<file path="src/rtl/pwm10_pkg.sv">
package pwm10_pkg;

    localparam int FRAC_W = 2;
    localparam int PRE_W  = FRAC_W + 4;

    typedef enum logic [1:0] {
        PS_DIV1   = 2'b00,
        PS_DIV4   = 2'b01,
        PS_DIV16  = 2'b10,
        PS_DIV16B = 2'b11
    } prescale_e;

    // last prescale count before the timer advances
    function automatic logic [PRE_W-1:0] pre_limit(input logic [1:0] sel);
        case (prescale_e'(sel))
            PS_DIV1: return PRE_W'(3);
            PS_DIV4: return PRE_W'(15);
            default: return PRE_W'(63);
        endcase
    endfunction

    // fractional bits of the time base taken from the prescale count
    function automatic logic [FRAC_W-1:0] sub_of(input logic [1:0] sel,
                                                  input logic [PRE_W-1:0] frac);
        case (prescale_e'(sel))
            PS_DIV1: return frac[1:0];
            PS_DIV4: return frac[3:2];
            default: return frac[5:4];
        endcase
    endfunction

endpackage

</file>
<file path="src/rtl/pwm10_timebase.sv">
module pwm10_timebase
    import pwm10_pkg::*;
#(
    parameter int TMR_W = 8,
    localparam int TB_W = TMR_W + FRAC_W
) (
    input  logic             clk,
    input  logic             rst_n,
    input  logic             en,
    input  logic [1:0]       psel,
    input  logic [TMR_W-1:0] period,
    output logic             rollover,
    output logic [TB_W-1:0]  tb_next
);

    typedef struct packed {
        logic [TMR_W-1:0] tmr;
        logic [PRE_W-1:0] frac;
    } tb_state_t;

    tb_state_t        st_q, st_d;
    logic [PRE_W-1:0] limit;
    logic             step;

    always_comb begin
        limit    = pre_limit(psel);
        step     = (st_q.frac >= limit);
        st_d     = st_q;
        rollover = 1'b0;
        if (!en) begin
            st_d = '0;
        end else if (step) begin
            st_d.frac = '0;
            if (st_q.tmr == period) begin
                st_d.tmr = '0;
                rollover = 1'b1;
            end else begin
                st_d.tmr = st_q.tmr + 1'b1;
            end
        end else begin
            st_d.frac = st_q.frac + 1'b1;
        end
        tb_next = {st_d.tmr, sub_of(psel, st_d.frac)};
    end

    always_ff @(posedge clk or negedge rst_n) begin
        if (!rst_n) st_q <= '0;
        else        st_q <= st_d;
    end

    assert_rollover_clears_R3: assert property (@(posedge clk) disable iff (!rst_n)
        rollover |=> (st_q.tmr == '0) && (st_q.frac == '0));

    assert_disable_clears_R8: assert property (@(posedge clk) disable iff (!rst_n)
        !en |=> (st_q == '0));

    assert_timer_holds_between_steps_R2: assert property (@(posedge clk) disable iff (!rst_n)
        (en && !step) |=> $stable(st_q.tmr));

endmodule

</file>
<file path="src/rtl/pwm10_compare.sv">
module pwm10_compare #(
    parameter int DW = 10
) (
    input  logic          clk,
    input  logic          rst_n,
    input  logic          en,
    input  logic          rollover,
    input  logic [DW-1:0] tb_next,
    input  logic [DW-1:0] duty,
    output logic          pwm,
    output logic          tick
);

    typedef struct packed {
        logic          out;
        logic          tick;
        logic [DW-1:0] shadow;
    } cmp_state_t;

    cmp_state_t cs_q, cs_d;

    always_comb begin
        cs_d      = cs_q;
        cs_d.tick = rollover;
        if (!en) begin
            cs_d = '0;
        end else if (rollover) begin
            cs_d.shadow = duty;
            cs_d.out    = (duty != '0);
        end else if (tb_next == cs_q.shadow) begin
            cs_d.out = 1'b0;
        end
    end

    always_ff @(posedge clk or negedge rst_n) begin
        if (!rst_n) cs_q <= '0;
        else        cs_q <= cs_d;
    end

    assign pwm  = cs_q.out;
    assign tick = cs_q.tick;

    assert_set_follows_shadow_R5: assert property (@(posedge clk) disable iff (!rst_n)
        cs_q.tick |-> (cs_q.out == (cs_q.shadow != '0)));

    assert_rise_only_at_tick_R9: assert property (@(posedge clk) disable iff (!rst_n)
        $rose(cs_q.out) |-> cs_q.tick);

    assert_shadow_loads_at_rollover_R7: assert property (@(posedge clk) disable iff (!rst_n)
        (en && rollover) |=> (cs_q.shadow == $past(duty)));

    assert_tick_single_cycle_R3: assert property (@(posedge clk) disable iff (!rst_n)
        cs_q.tick |=> !cs_q.tick);

    assert_disable_forces_low_R8: assert property (@(posedge clk) disable iff (!rst_n)
        !en |=> (!cs_q.out && !cs_q.tick));

endmodule

</file>
<file path="src/rtl/pwm10_gen.sv">
module pwm10_gen
    import pwm10_pkg::*;
#(
    parameter int TMR_W = 8,
    localparam int DW = TMR_W + FRAC_W
) (
    input  logic             clk,
    input  logic             rst_n,
    input  logic             en,
    input  logic [1:0]       psel,
    input  logic [TMR_W-1:0] period,
    input  logic [DW-1:0]    duty,
    output logic             pwm_out,
    output logic             period_tick
);

    logic          rollover;
    logic [DW-1:0] tb_next;

    pwm10_timebase #(.TMR_W(TMR_W)) u_tb (
        .clk      (clk),
        .rst_n    (rst_n),
        .en       (en),
        .psel     (psel),
        .period   (period),
        .rollover (rollover),
        .tb_next  (tb_next)
    );

    pwm10_compare #(.DW(DW)) u_cmp (
        .clk      (clk),
        .rst_n    (rst_n),
        .en       (en),
        .rollover (rollover),
        .tb_next  (tb_next),
        .duty     (duty),
        .pwm      (pwm_out),
        .tick     (period_tick)
    );

    assert_reset_quiet_R1: assert property (@(posedge clk) $rose(rst_n) |-> (!pwm_out && !period_tick));

endmodule

</file>
<file path="config.mk">
export PLATFORM = sky130hd
export DESIGN_NAME = pwm10_gen
export DESIGN_NICKNAME = d
export VERILOG_FILES = /design/src/rtl/pwm10_pkg.sv /design/src/rtl/pwm10_timebase.sv /design/src/rtl/pwm10_compare.sv /design/src/rtl/pwm10_gen.sv
export SDC_FILE = /design/constraint.sdc
export NUM_CORES = 1
export LEC_CHECK = 0
export ABC_AREA = 1
export BUFFER_PORTS_ARGS = -buffer_cell sky130_fd_sc_hd__buf_2
export CORE_ASPECT_RATIO = 0.7
export CORE_UTILIZATION = 60
export CTS_CLUSTER_SIZE = 14
export DETAILED_ROUTE_END_ITERATION = 12
export MAX_ROUTING_LAYER = met4
export PLACE_DENSITY = 0.86
export SYNTH_ARGS = -nofsm -noshare
export SYNTH_HDL_FRONTEND = slang
export SYNTH_SLANG_ARGS = --single-unit
</file>
<file path="constraint.sdc">
create_clock -name clk -period 4.5 [get_ports clk]
set_input_delay 0.9 -clock clk [delete_from_list [all_inputs] [get_ports clk]]
set_output_delay 0.9 -clock clk [all_outputs]
set_load 0.01 [all_outputs]
</file>
**After elaboration in Yosys (flattened, before gate mapping)**

Index checks and enable logic that the tools add are counted.

- Register bits after elaboration: 26
- Input bits: 23
- Output and inout bits: 2
- Logic and storage cells: 30

- Add/sub/neg operators: 2
- Magnitude comparators: 1
- Equal/unequal tests: 5
- Mux-type cells: 15
- Reductions and logical operators: 2

Operators with widths:

| operator | number |
|---|---|
| 2-to-1 mux 10 bit | 2 |
| 2-to-1 mux 8 bit | 2 |
| 2-to-1 mux 14 bit | 1 |
| one-hot mux 6 bit (2 select lines) | 1 |
| == test 10 bit | 1 |
| nonzero test 10 bit | 1 |
| adder 8 x 1 -> 8 bit, second input constant | 1 |
| == test 8 bit | 1 |
| 2-to-1 mux 1 bit | 7 |
| adder 6 x 1 -> 6 bit, second input constant | 1 |
| >= comparator 6 bit | 1 |
| 2-to-1 mux 6 bit | 1 |
| one-hot mux 2 bit (2 select lines) | 1 |
| inequality test 3 x 1 -> 1 bit, second input constant | 1 |
| == test 2 x 1 -> 1 bit, second input constant | 1 |
| zero test 2 bit | 1 |
| inequality test 2 x 1 -> 1 bit, second input constant | 1 |

**Logic depth before layout (Yosys ltp)**

Gate-level depths: netlist of run 1.

- Depth after elaboration: 10
- Depth in mapped cells: 19
- Depth with buffers taken out: 19

**Cells and area by module**

Synthesis of run 1 repeated with hierarchy kept, for this count alone.

- Cell total of the unflattened synthesis: 274
- Area, all modules: 1,840.5 µm²

By module, submodules not included:

| module | instances | cells each | area each (µm²) | sequential area each (µm²) |
|---|---|---|---|---|
| pwm10_timebase | 1 | 178 | 1,176.1 | 350.3 |
| pwm10_compare | 1 | 96 | 664.4 | 300.3 |

**Worst setup path after synthesis of run 1**

Ideal clock, no wire load.

- Path kind: input-to-reg
- Start point: input port psel[1]
- End point: register u_cmp.cs_q (netlist bit u_cmp.pwm)
- Setup time: 128 ps
- Arrival: 2,334 ps
- Required time: 4,372 ps
- Setup slack: 2,038 ps
- Stages: 16
- Buffers on the path: 1
- Cell sequence: inv_1 > ha_1 > nand2_1 > nor2_1 > nand3_4 > nand2_4 > buf_6 > nand2_1 > nand2_1 > nand3_2 > nand2_1 > nand2_1 > nor2_1 > nand3_1 > nand2_1 > nand2_1

- Cells in the longest elaborated chain, start to end: 8
- Elaborated cells on any way between the ends: 14
- Those cells by class: order compare: 1; eq/ne: 3; mux: 9; reduce/logical: 1

RTL lines:

| element | RTL line | text |
|---|---|---|
| start: declaration | pwm10_gen.sv:10 | `input logic [1:0] psel,` |
| == test 2 x 1 -> 1 bit or zero test 2 bit (tied branches) | pwm10_pkg.sv:15, pwm10_pkg.sv:25 |  |
| one-hot mux 6 bit (2 select lines) | pwm10_pkg.sv:15 | `case (prescale_e'(sel))` |
| >= comparator 6 bit | pwm10_timebase.sv:27 | `step = (st_q.frac >= limit);` |
| 2-to-1 mux 6 bit | pwm10_timebase.sv:32 | `end else if (step) begin` |
| 2-to-1 mux 14 bit | pwm10_timebase.sv:30 | `if (!en) begin` |
| one-hot mux 2 bit (2 select lines) | pwm10_pkg.sv:25 | `case (prescale_e'(sel))` |
| == test 10 bit | pwm10_compare.sv:30 | `end else if (tb_next == cs_q.shadow) begin` |
| inequality test 3 x 1 -> 1 bit (no line) | -- |  |
| end signal: assignment | pwm10_compare.sv:37 | `else cs_q <= cs_d;` |
| end: declaration | pwm10_compare.sv:20 | `cmp_state_t cs_q, cs_d;` |

Parallel ways exist; a longest one is shown, timed or not.
A chain may end at the register's enable or synchronous reset.

**Final worst setup path of run 1**

Same ends and word-level chain as after synthesis.

==> results of run 1 <==
==> synth_stat cells <==
| library cell | instances | share of area |
|---|---|---|
| ha_1 | 4 | 0.026 |
| a21oi_1 | 1 | 0.0026 |
| buf_2 | 2 | 0.0052 |
| nand2_2 | 1 | 0.0032 |
| o21ai_2 | 1 | 0.0045 |
| inv_1 | 70 | 0.14 |
| o21ai_0 | 3 | 0.0078 |
| buf_6 | 1 | 0.0058 |
| nor2_4 | 3 | 0.018 |
| or2_2 | 1 | 0.0032 |
| nor2_2 | 2 | 0.0065 |
| nand3_2 | 3 | 0.016 |
| nor3_1 | 2 | 0.0052 |
| nand3_4 | 1 | 0.0091 |
| inv_4 | 1 | 0.0032 |
| inv_2 | 2 | 0.0039 |
| nor2_1 | 18 | 0.035 |
| dfrtp_1 | 26 | 0.34 |
| nand4_1 | 12 | 0.039 |
| o21ai_1 | 1 | 0.0026 |
| nand2_1 | 103 | 0.20 |
| o41ai_1 | 1 | 0.0045 |
| o22ai_1 | 8 | 0.026 |
| clkinv_1 | 1 | 0.0019 |
| o21bai_1 | 1 | 0.0039 |
| nand3b_1 | 1 | 0.0039 |
| buf_1 | 1 | 0.0019 |
| nand3_1 | 21 | 0.055 |
| xor2_1 | 4 | 0.018 |
| nand2_4 | 1 | 0.0058 |
| a21oi_4 | 1 | 0.0084 |
==> cell type report <==
type	instances	area [um^2]
sequential	26	651
timing repair buffer	24	120
inverter	74	280
tap	36	45.0
clock inverter	1	30.0
clock buffer	3	41.3
fill	253	785
multi-input combinational	194	971
==> flip-flops by register name, indices dropped and copies added (netlist names) <==
signal / cells
u_cmp.cs_q: 10
u_cmp.pwm: 1
u_cmp.tick: 1
u_tb.st_q: 14
==> where the power goes <==
part / leakage (nW) / switching (mW) / internal, mW
clock network: 0.0357 / 0.0748 / 0.119
registers: 0.361 / 0.00376 / 0.237
logic: 0.915 / 0.0391 / 0.0216
total: 1.31 / 0.118 / 0.377
==> worst max-delay path: stages <==
cell,delay (ns)
buf_2,0.15
inv_1,0.08
ha_1,0.30
nand2_1,0.07
nor2_1,0.20
nand3_4,0.14
nand2_4,0.17
nand2_1,0.07
nand2_1,0.08
nand3_1,0.10
nand2_1,0.08
nand2_1,0.04
inv_1,0.04
nand2_1,0.04
nor2_1,0.09
nand3_1,0.08
nand2_1,0.06
nand2_1,0.04
==> routing by layer <==
layer | up-vias | part of all wire | global-route usage
met5 | - | 0 | -
met4 | 0 | 0.0094 | 0.0633
met3 | 4 | 0.079 | 0.0496
met2 | 74 | 0.40 | 0.396
met1 | 811 | 0.51 | 0.439
li1 | 954 | - | -
==> worst min-delay path by stage <==
stage          slack (ns)     startpoint             to
4_1_cts              0.57  u_cmp.cs_q[7]  u_cmp.cs_q[7]
3_5_place_dp         0.55  u_cmp.cs_q[3]  u_cmp.cs_q[3]
6_report             0.57  u_cmp.cs_q[7]  u_cmp.cs_q[7]
3_3_place_gp         0.54  u_cmp.cs_q[7]  u_cmp.cs_q[7]
2_1_floorplan        0.52  u_cmp.cs_q[0]  u_cmp.cs_q[0]
5_1_grt              0.60  u_cmp.cs_q[1]  u_cmp.cs_q[1]
==> cell families after synthesis <==
logic type	Yosys count
compound gates	17
fa+ha+maj	4
xor+xnor	4
buf+inv	78
simple gates	169
flops	26
==> impl_metrics.toml, run 1 <==
[run_status]
status = "finished clean"

[synth]
synth_compound_area_frac = 0.0604
synth_seq_cells = 26
synthAdderAreaFrac = 0.0260
netlist_area_um2 = 1930
synth-seq-area-share = 0.338
syn_avg_cell_area_um2 = 6.47
syn_inst = 298
synth-simple-area-share = 0.399
synth-xor-area-share = 0.0182
synth_top_family_by_area = "simple AND/OR/NAND/NOR gates"
synth_mux_area_frac = 0
yosysWarnings = 0
synth.distinct_cells = 31
syn-num-nets = 325

[clock_network]
cts_resized = 0
postCtsSetupBuffers = 0
numCtsBuffers = 3
cts_buffer_depth = 2
clk_pin_slew_ns = 0.09
cts.sinks = 26
htreeDepth = 1
cts_root_buf = "clkbuf_8"
clk_latency_ns = 0.27
cts_tree = "done"
cts-hold-fix-buffers = 0

[route]
firstDrtPassIters = 5
wirelength_mm = 4.26
drt_iter0_markers = 148
vias = 1843
route.detailed.drc = 0
wl_per_cell_um = 11.9
vias_per_cell = 5.15
ant_nets = 0

[sta]
grt_setup_unrepaired = "no"
worstMarginPinSlew_ns = 0.586
timing.fmax_mhz = 390
layout_min_cycle_time_ns = 2.57
min_period_over_period = 0.571
slew_viol_final = 0
final_hold_viol_count = 0
setup_viol = 0
fin_ws_ns = 1.93
max_slew_margin = 0.609
fin_skew_ns = 0.00301
whs_ns = 0.572
fin_setup_tns_ns = 0

[layout]
nets = 350
final_util = 0.732
fin_cells = 358
diodes = 0
final_area_um2 = 2140
drive_above_1_share = 0.140
areaGrowthSynthToFinish_pct = 11.0
final_cell_mix = "nand2_1 (103), inv_1 (70), dfrtp_1 (26)"
final_common_cell = "nand2_1"

[worst_setup_path]
cp_max_fo = 13
cp-start-kind = "primary input"
crit_type = "in -> reg"
required_ns = 4.66
timing.rr.start = "u_tb.st_q[5]"
critPathCaptureType = "flip-flop"
arrival_ns = 2.72
r2r_setup_slack_ns = 2.37
endpoint = "u_cmp.pwm"
crit_path_start = "psel[1]"
reg2reg_depth = 16
r2r_end = "u_cmp.pwm"

[place]
routabilityCongestion = 0.938
io_buffer_count = 24
dpl.hpwl_mm = 3.25
dp_slack_ns = 1.66
placed_area_um2 = 2070
place_inst = 354

[floorplanning]
start_util = 0.659
pin_count = 25
dieArea_um2 = 3450
die_w_um = 69.7
core_area_um2 = 2920
num_rows = 16
die_y_um = 49.4

[min_path]
hold_depth = 2
hold_path_class = "reg -> reg"

[power]
p_leak_nw = 1.31
ir_drop_mv = 0.227
cellPowerDensity_nw_per_um2 = 231
p_total_mw = 0.495

[global_route]
antenna_found_initial = 0
grt_pass1_wl_mm = 7.45
grt_remaining_overflow = 0
grt_max_degree = 27
grt.total_usage = 0.287
grt_pass1_vias = 1610

[flow_run]
cap_viol_max_count = 0
No activity file was read; power rests on OpenSTA's default activity.
==> run 2, diff against run 1 <==
--- a/config.mk
+++ b/config.mk
@@ -8,11 +8,11 @@
 export ABC_AREA = 1
 export BUFFER_PORTS_ARGS = -buffer_cell sky130_fd_sc_hd__buf_2
 export CORE_ASPECT_RATIO = 0.7
-export CORE_UTILIZATION = 60
+export CORE_UTILIZATION = 52
 export CTS_CLUSTER_SIZE = 14
 export DETAILED_ROUTE_END_ITERATION = 12
 export MAX_ROUTING_LAYER = met4
-export PLACE_DENSITY = 0.86
+export PLACE_DENSITY = 0.8
 export SYNTH_ARGS = -nofsm -noshare
 export SYNTH_HDL_FRONTEND = slang
 export SYNTH_SLANG_ARGS = --single-unit
==> constraint.sdc (replaced) <==
create_clock -name clk -period 2.3 [get_ports clk]
set_input_delay 0.46 -clock clk [delete_from_list [all_inputs] [get_ports clk]]
set_output_delay 0.46 -clock clk [all_outputs]
set_load 0.01 [all_outputs]
==> impl_metrics.toml, run 2 (synthesis results as in run 1) <==
[layout]
final_area_um2 = 2180
final_cell_mix = "nand2_1 (103), inv_1 (70), dfrtp_1 (26)"
largestRegisters = "u_tb.st_q x14, u_cmp.cs_q x10"
final_util = 0.617
diodes = 0
nets = 353
fill_cells = 322
areaGrowthSynthToFinish_pct = 13.2
drive_above_1_share = 0.151
regMostFlops = "u_tb.st_q"
final_common_cell = "nand2_1"
largest_reg_flops = 14
fin_cells = 375

[sta]
grt_setup_unrepaired = "no"
fin_setup_tns_ns = 0
max_slew_margin = 0.614
setup_viol = 0
timing.fmax_mhz = 477
final_hold_viol_count = 0
fin_skew_ns = 0.00350
min_period_over_period = 0.912
fin_ws_ns = 0.203
layout_min_cycle_time_ns = 2.10
slew_viol_final = 0
worstMarginPinSlew_ns = 0.579

[floorplanning]
dieArea_um2 = 3960
start_util = 0.545
core_area_um2 = 3540
pin_count = 25
die_w_um = 74.8
num_rows = 18
die_y_um = 52.9

[power]
seq_power_share = 0.487
p_leak_nw = 1.33
p_sw_mw = 0.227
p_clk_frac = 0.389
ir_drop_mv = 0.394
combPwrFrac = 0.124
sw_frac_of_total = 0.235
cellPowerDensity_nw_per_um2 = 443
intPower_mw = 0.739

[route]
firstDrtPassIters = 6
wl_per_cell_um = 11.3
drt_iter0_markers = 93
ant_nets = 0
wirelength_mm = 4.25
vias_per_cell = 4.86
vias = 1821
route.detailed.drc = 0

[worst_setup_path]
arrival_ns = 2.25
cp-start-kind = "flip-flop"
cp_max_fo = 13
critPathCaptureType = "flip-flop"
required_ns = 2.45
crit_type = "reg -> reg"

[place]
dp_slack_ns = -0.0511
dpl.hpwl_mm = 3.33
placed_area_um2 = 2110
routabilityCongestion = 0.846
io_buffer_count = 24
place_inst = 371

[min_path]
hold_path_class = "in -> async"

[global_route]
grt_max_degree = 27
grt.total_usage = 0.250
grt_pass1_vias = 1578
antenna_found_initial = 0
grt_remaining_overflow = 0
grt_pass1_wl_mm = 7.16

[clock_network]
cts.sinks = 26
cts_buffer_depth = 2
htreeDepth = 1
cts_tree = "done"
clk_pin_slew_ns = 0.09
numCtsBuffers = 3
cts_root_buf = "clkbuf_8"
clk_latency_ns = 0.27

[run_status]
status = "finished clean"

[flow_run]
cap_viol_max_count = 0
run 2: cell count changes in the layout (fill, tap and decap cells not counted), sizes merged:
cell / previous run / this run
buf: 24 / 27
run 2: path summary, 6_finish.rpt:
kind / start / to / slack [ns] / cells after the start
worst min-delay path: rst_n / u_tb.st_q[10] / 0.18 / 1
max in group asynchronous: rst_n / u_tb.st_q[5] / 1.74 / 1
worst max register to register: u_tb.st_q[5] / u_cmp.pwm / 0.20 / 16
worst min register to register: u_cmp.cs_q[0] / u_cmp.cs_q[0] / 0.57 / 2
worst max-delay path: u_tb.st_q[5] / u_cmp.pwm / 0.20 / 16
min in group clk: duty[8] / u_cmp.cs_q[8] / 0.41 / 3
run 2: cell type report:
cell class | count | area (um^2) | area share
Clock inverter | 1 | 30.0 | 0.0138
Multi-Input combinational cell | 194 | 973 | 0.446
Inverter | 74 | 280 | 0.129
Sequential cell | 26 | 651 | 0.298
Clock buffer | 3 | 41.3 | 0.0189
Tap cell | 50 | 62.6 | 0.0287
Timing Repair Buffer | 27 | 143 | 0.0654
run 2: worst max-delay path, cell delays in order (launching register included):
cell	delay (ns)
dfrtp_1	0.41
ha_1	0.30
nand2_1	0.09
nor2_2	0.17
nand3_4	0.12
nand2_4	0.17
nand2_1	0.07
nand2_1	0.08
nand3_1	0.09
nand2_1	0.08
nand2_1	0.05
inv_1	0.04
nand2_1	0.04
nor2_1	0.09
nand3_1	0.08
nand2_1	0.07
nand2_1	0.05
run 2: through the flow:
| step | hold WS [ns] | power [mW] |
|---|---|---|
| after CTS | 0.196 | 0.971 |
| after global routing | 0.226 | 1.01 |
| after detailed placement | 0.491 | 0.598 |
| final | 0.178 | 0.966 |
| after floorplan | 0.164 | 0.551 |
| after global placement | 0.488 | 0.595 |
run 2: repair_timing:
item                                    4_1_cts  5_1_grt
setup buffers                                 0        0
hold buffers                                  0        0
resized for setup                             0        1
endpoints found under the setup margin        0        1
run 2: power by group through the flow:
| stage | clock, mW | sequential, mW | combinational (mW) |
|---|---|---|---|
| after floorplan | 0 | 0.478 | 0.0733 |
| after global placement | 0 | 0.479 | 0.116 |
| after detailed placement | 0 | 0.480 | 0.118 |
| after CTS | 0.381 | 0.471 | 0.119 |
| after global routing | 0.402 | 0.471 | 0.138 |
| final | 0.376 | 0.470 | 0.120 |
run 2: metal layers:
metal  share of wire  routed length (um)  global-route usage
met2            0.40                1690               0.339
met1            0.55                2330               0.388
met4          0.0082                  35              0.0377
met5               0                   0                   -
met3           0.045                 192              0.0438
==> run 3, diff against run 2 <==
--- a/config.mk
+++ b/config.mk
@@ -8,6 +8,7 @@
 export ABC_AREA = 1
 export BUFFER_PORTS_ARGS = -buffer_cell sky130_fd_sc_hd__buf_2
 export CORE_ASPECT_RATIO = 0.7
+export CORE_MARGIN = 1.5
 export CORE_UTILIZATION = 52
 export CTS_CLUSTER_SIZE = 14
 export DETAILED_ROUTE_END_ITERATION = 12
@@ -16,3 +17,4 @@
 export SYNTH_ARGS = -nofsm -noshare
 export SYNTH_HDL_FRONTEND = slang
 export SYNTH_SLANG_ARGS = --single-unit
+export TNS_END_PERCENT = 100
==> impl_metrics.toml, run 3 (synthesis results as in run 1) <==
[place]
place_inst = 371
routabilityCongestion = 0.864
dp_slack_ns = -0.0478
dpl.hpwl_mm = 3.36
io_buffer_count = 24
placed_area_um2 = 2110

[worst_setup_path]
arrival_ns = 2.31
timing.rr.start = "u_tb.st_q[5]"
required_ns = 2.46
crit_type = "reg -> reg"
critPathCaptureType = "flip-flop"
reg2reg_depth = 15
cp-start-kind = "flip-flop"
cp_max_fo = 8
r2r_setup_slack_ns = 0.14
r2r_end = "u_cmp.pwm"

[route]
ant_nets = 0
drt_iter0_markers = 117
firstDrtPassIters = 5
vias = 1829
vias_per_cell = 4.84
wl_per_cell_um = 11.7
route.detailed.drc = 0
wirelength_mm = 4.41

[flow_run]
cap_viol_max_count = 0

[sta]
min_period_over_period = 0.938
whs_ns = 0.171
slew_viol_final = 0
layout_min_cycle_time_ns = 2.16
setup_viol = 0
grt_setup_unrepaired = "no"
fin_skew_ns = 0.00120
fin_ws_ns = 0.143
worstMarginPinSlew_ns = 0.581
fin_setup_tns_ns = 0
final_hold_viol_count = 0
timing.fmax_mhz = 464
max_slew_margin = 0.613

[clock_network]
cts-hold-fix-buffers = 0
cts_buffer_depth = 2
numCtsBuffers = 3
cts_tree = "done"
clk_latency_ns = 0.27
clk_pin_slew_ns = 0.09
cts.sinks = 26
cts_root_buf = "clkbuf_8"
htreeDepth = 1

[global_route]
grt_max_degree = 27
antenna_found_initial = 0
grt_pass1_wl_mm = 6.94
grt_pass1_vias = 1513
grt.total_usage = 0.235
grt_remaining_overflow = 0

[layout]
regMostFlops = "u_tb.st_q"
final_common_cell = "nand2_1"
nets = 356
largest_reg_flops = 14
final_area_um2 = 2230
final_cell_mix = "nand2_1 (103), inv_1 (70), dfrtp_1 (26)"
final_util = 0.632
drive_above_1_share = 0.165
areaGrowthSynthToFinish_pct = 15.9
diodes = 0
fin_cells = 378
largestRegisters = "u_tb.st_q x14, u_cmp.cs_q x10"

[power]
combPwrFrac = 0.126
p_total_mw = 0.973
p_leak_nw = 1.34
intPower_mw = 0.740
p_sw_mw = 0.232
cellPowerDensity_nw_per_um2 = 436
p_clk_frac = 0.390
ir_drop_mv = 0.356
sw_frac_of_total = 0.239
seq_power_share = 0.484

[run_status]
status = "finished clean"

[floorplanning]
num_rows = 18
pin_count = 25
start_util = 0.545
die_y_um = 53.9
core_area_um2 = 3540
dieArea_um2 = 4090
die_w_um = 75.8

[min_path]
hold_path_class = "in -> async"
run 3: layout make-up:
cell class              count  area [um^2]
well taps                  50         62.6
repair buffers             30          165
clock inverters             1         30.0
clock buffers               3         41.3
multi-input cells         194         1000
flip-flops and latches     26          651
inverters                  74          280
fillers                   334         1300
run 3: power groups by stage:
stage	logic [mW]	clock network [mW]	registers, mW
4_1_cts	0.119	0.386	0.470
3_3_place_gp	0.116	0	0.479
3_5_place_dp	0.117	0	0.479
2_1_floorplan	0.0733	0	0.478
5_1_grt	0.141	0.401	0.471
6_report	0.123	0.379	0.470
run 3: worst max-delay path by stage:
stage,startpoint,end,depth (start not counted)
after floorplan,psel[1],u_cmp.pwm,16
after global placement,psel[1],u_cmp.pwm,18
after detailed placement,psel[1],u_cmp.pwm,18
after CTS,u_tb.st_q[5],u_cmp.pwm,16
after global routing,u_tb.st_q[5],u_cmp.pwm,15
final,u_tb.st_q[5],u_cmp.pwm,15
run 3: repair_timing:
action	CTS	global route
gates resized for setup	0	7
setup endpoints to repair	0	1
buffers inserted	0	3
run 3: worst max-delay path: stages (launching register included):
cell and delay (ns):
dfrtp_1 0.44, ha_4 0.30, nand2_1 0.08, nor2_2 0.19, nand3_4 0.15, nand2_8 0.12, buf_4 0.16, nand3_1 0.09
nand3_2 0.11, inv_2 0.04, nand2_1 0.05, nand2_1 0.04, nor2_1 0.10, nand3_1 0.08, nand2_1 0.06, nand2_1 0.05
run 3: metal layers:
| layer | track usage | up-vias | share of wire |
|---|---|---|---|
| met4 | 0.0268 | 0 | 0.0039 |
| met1 | 0.370 | 780 | 0.52 |
| met5 | - | - | 0 |
| met3 | 0.0449 | 4 | 0.070 |
| li1 | - | 974 | - |
| met2 | 0.317 | 71 | 0.40 |
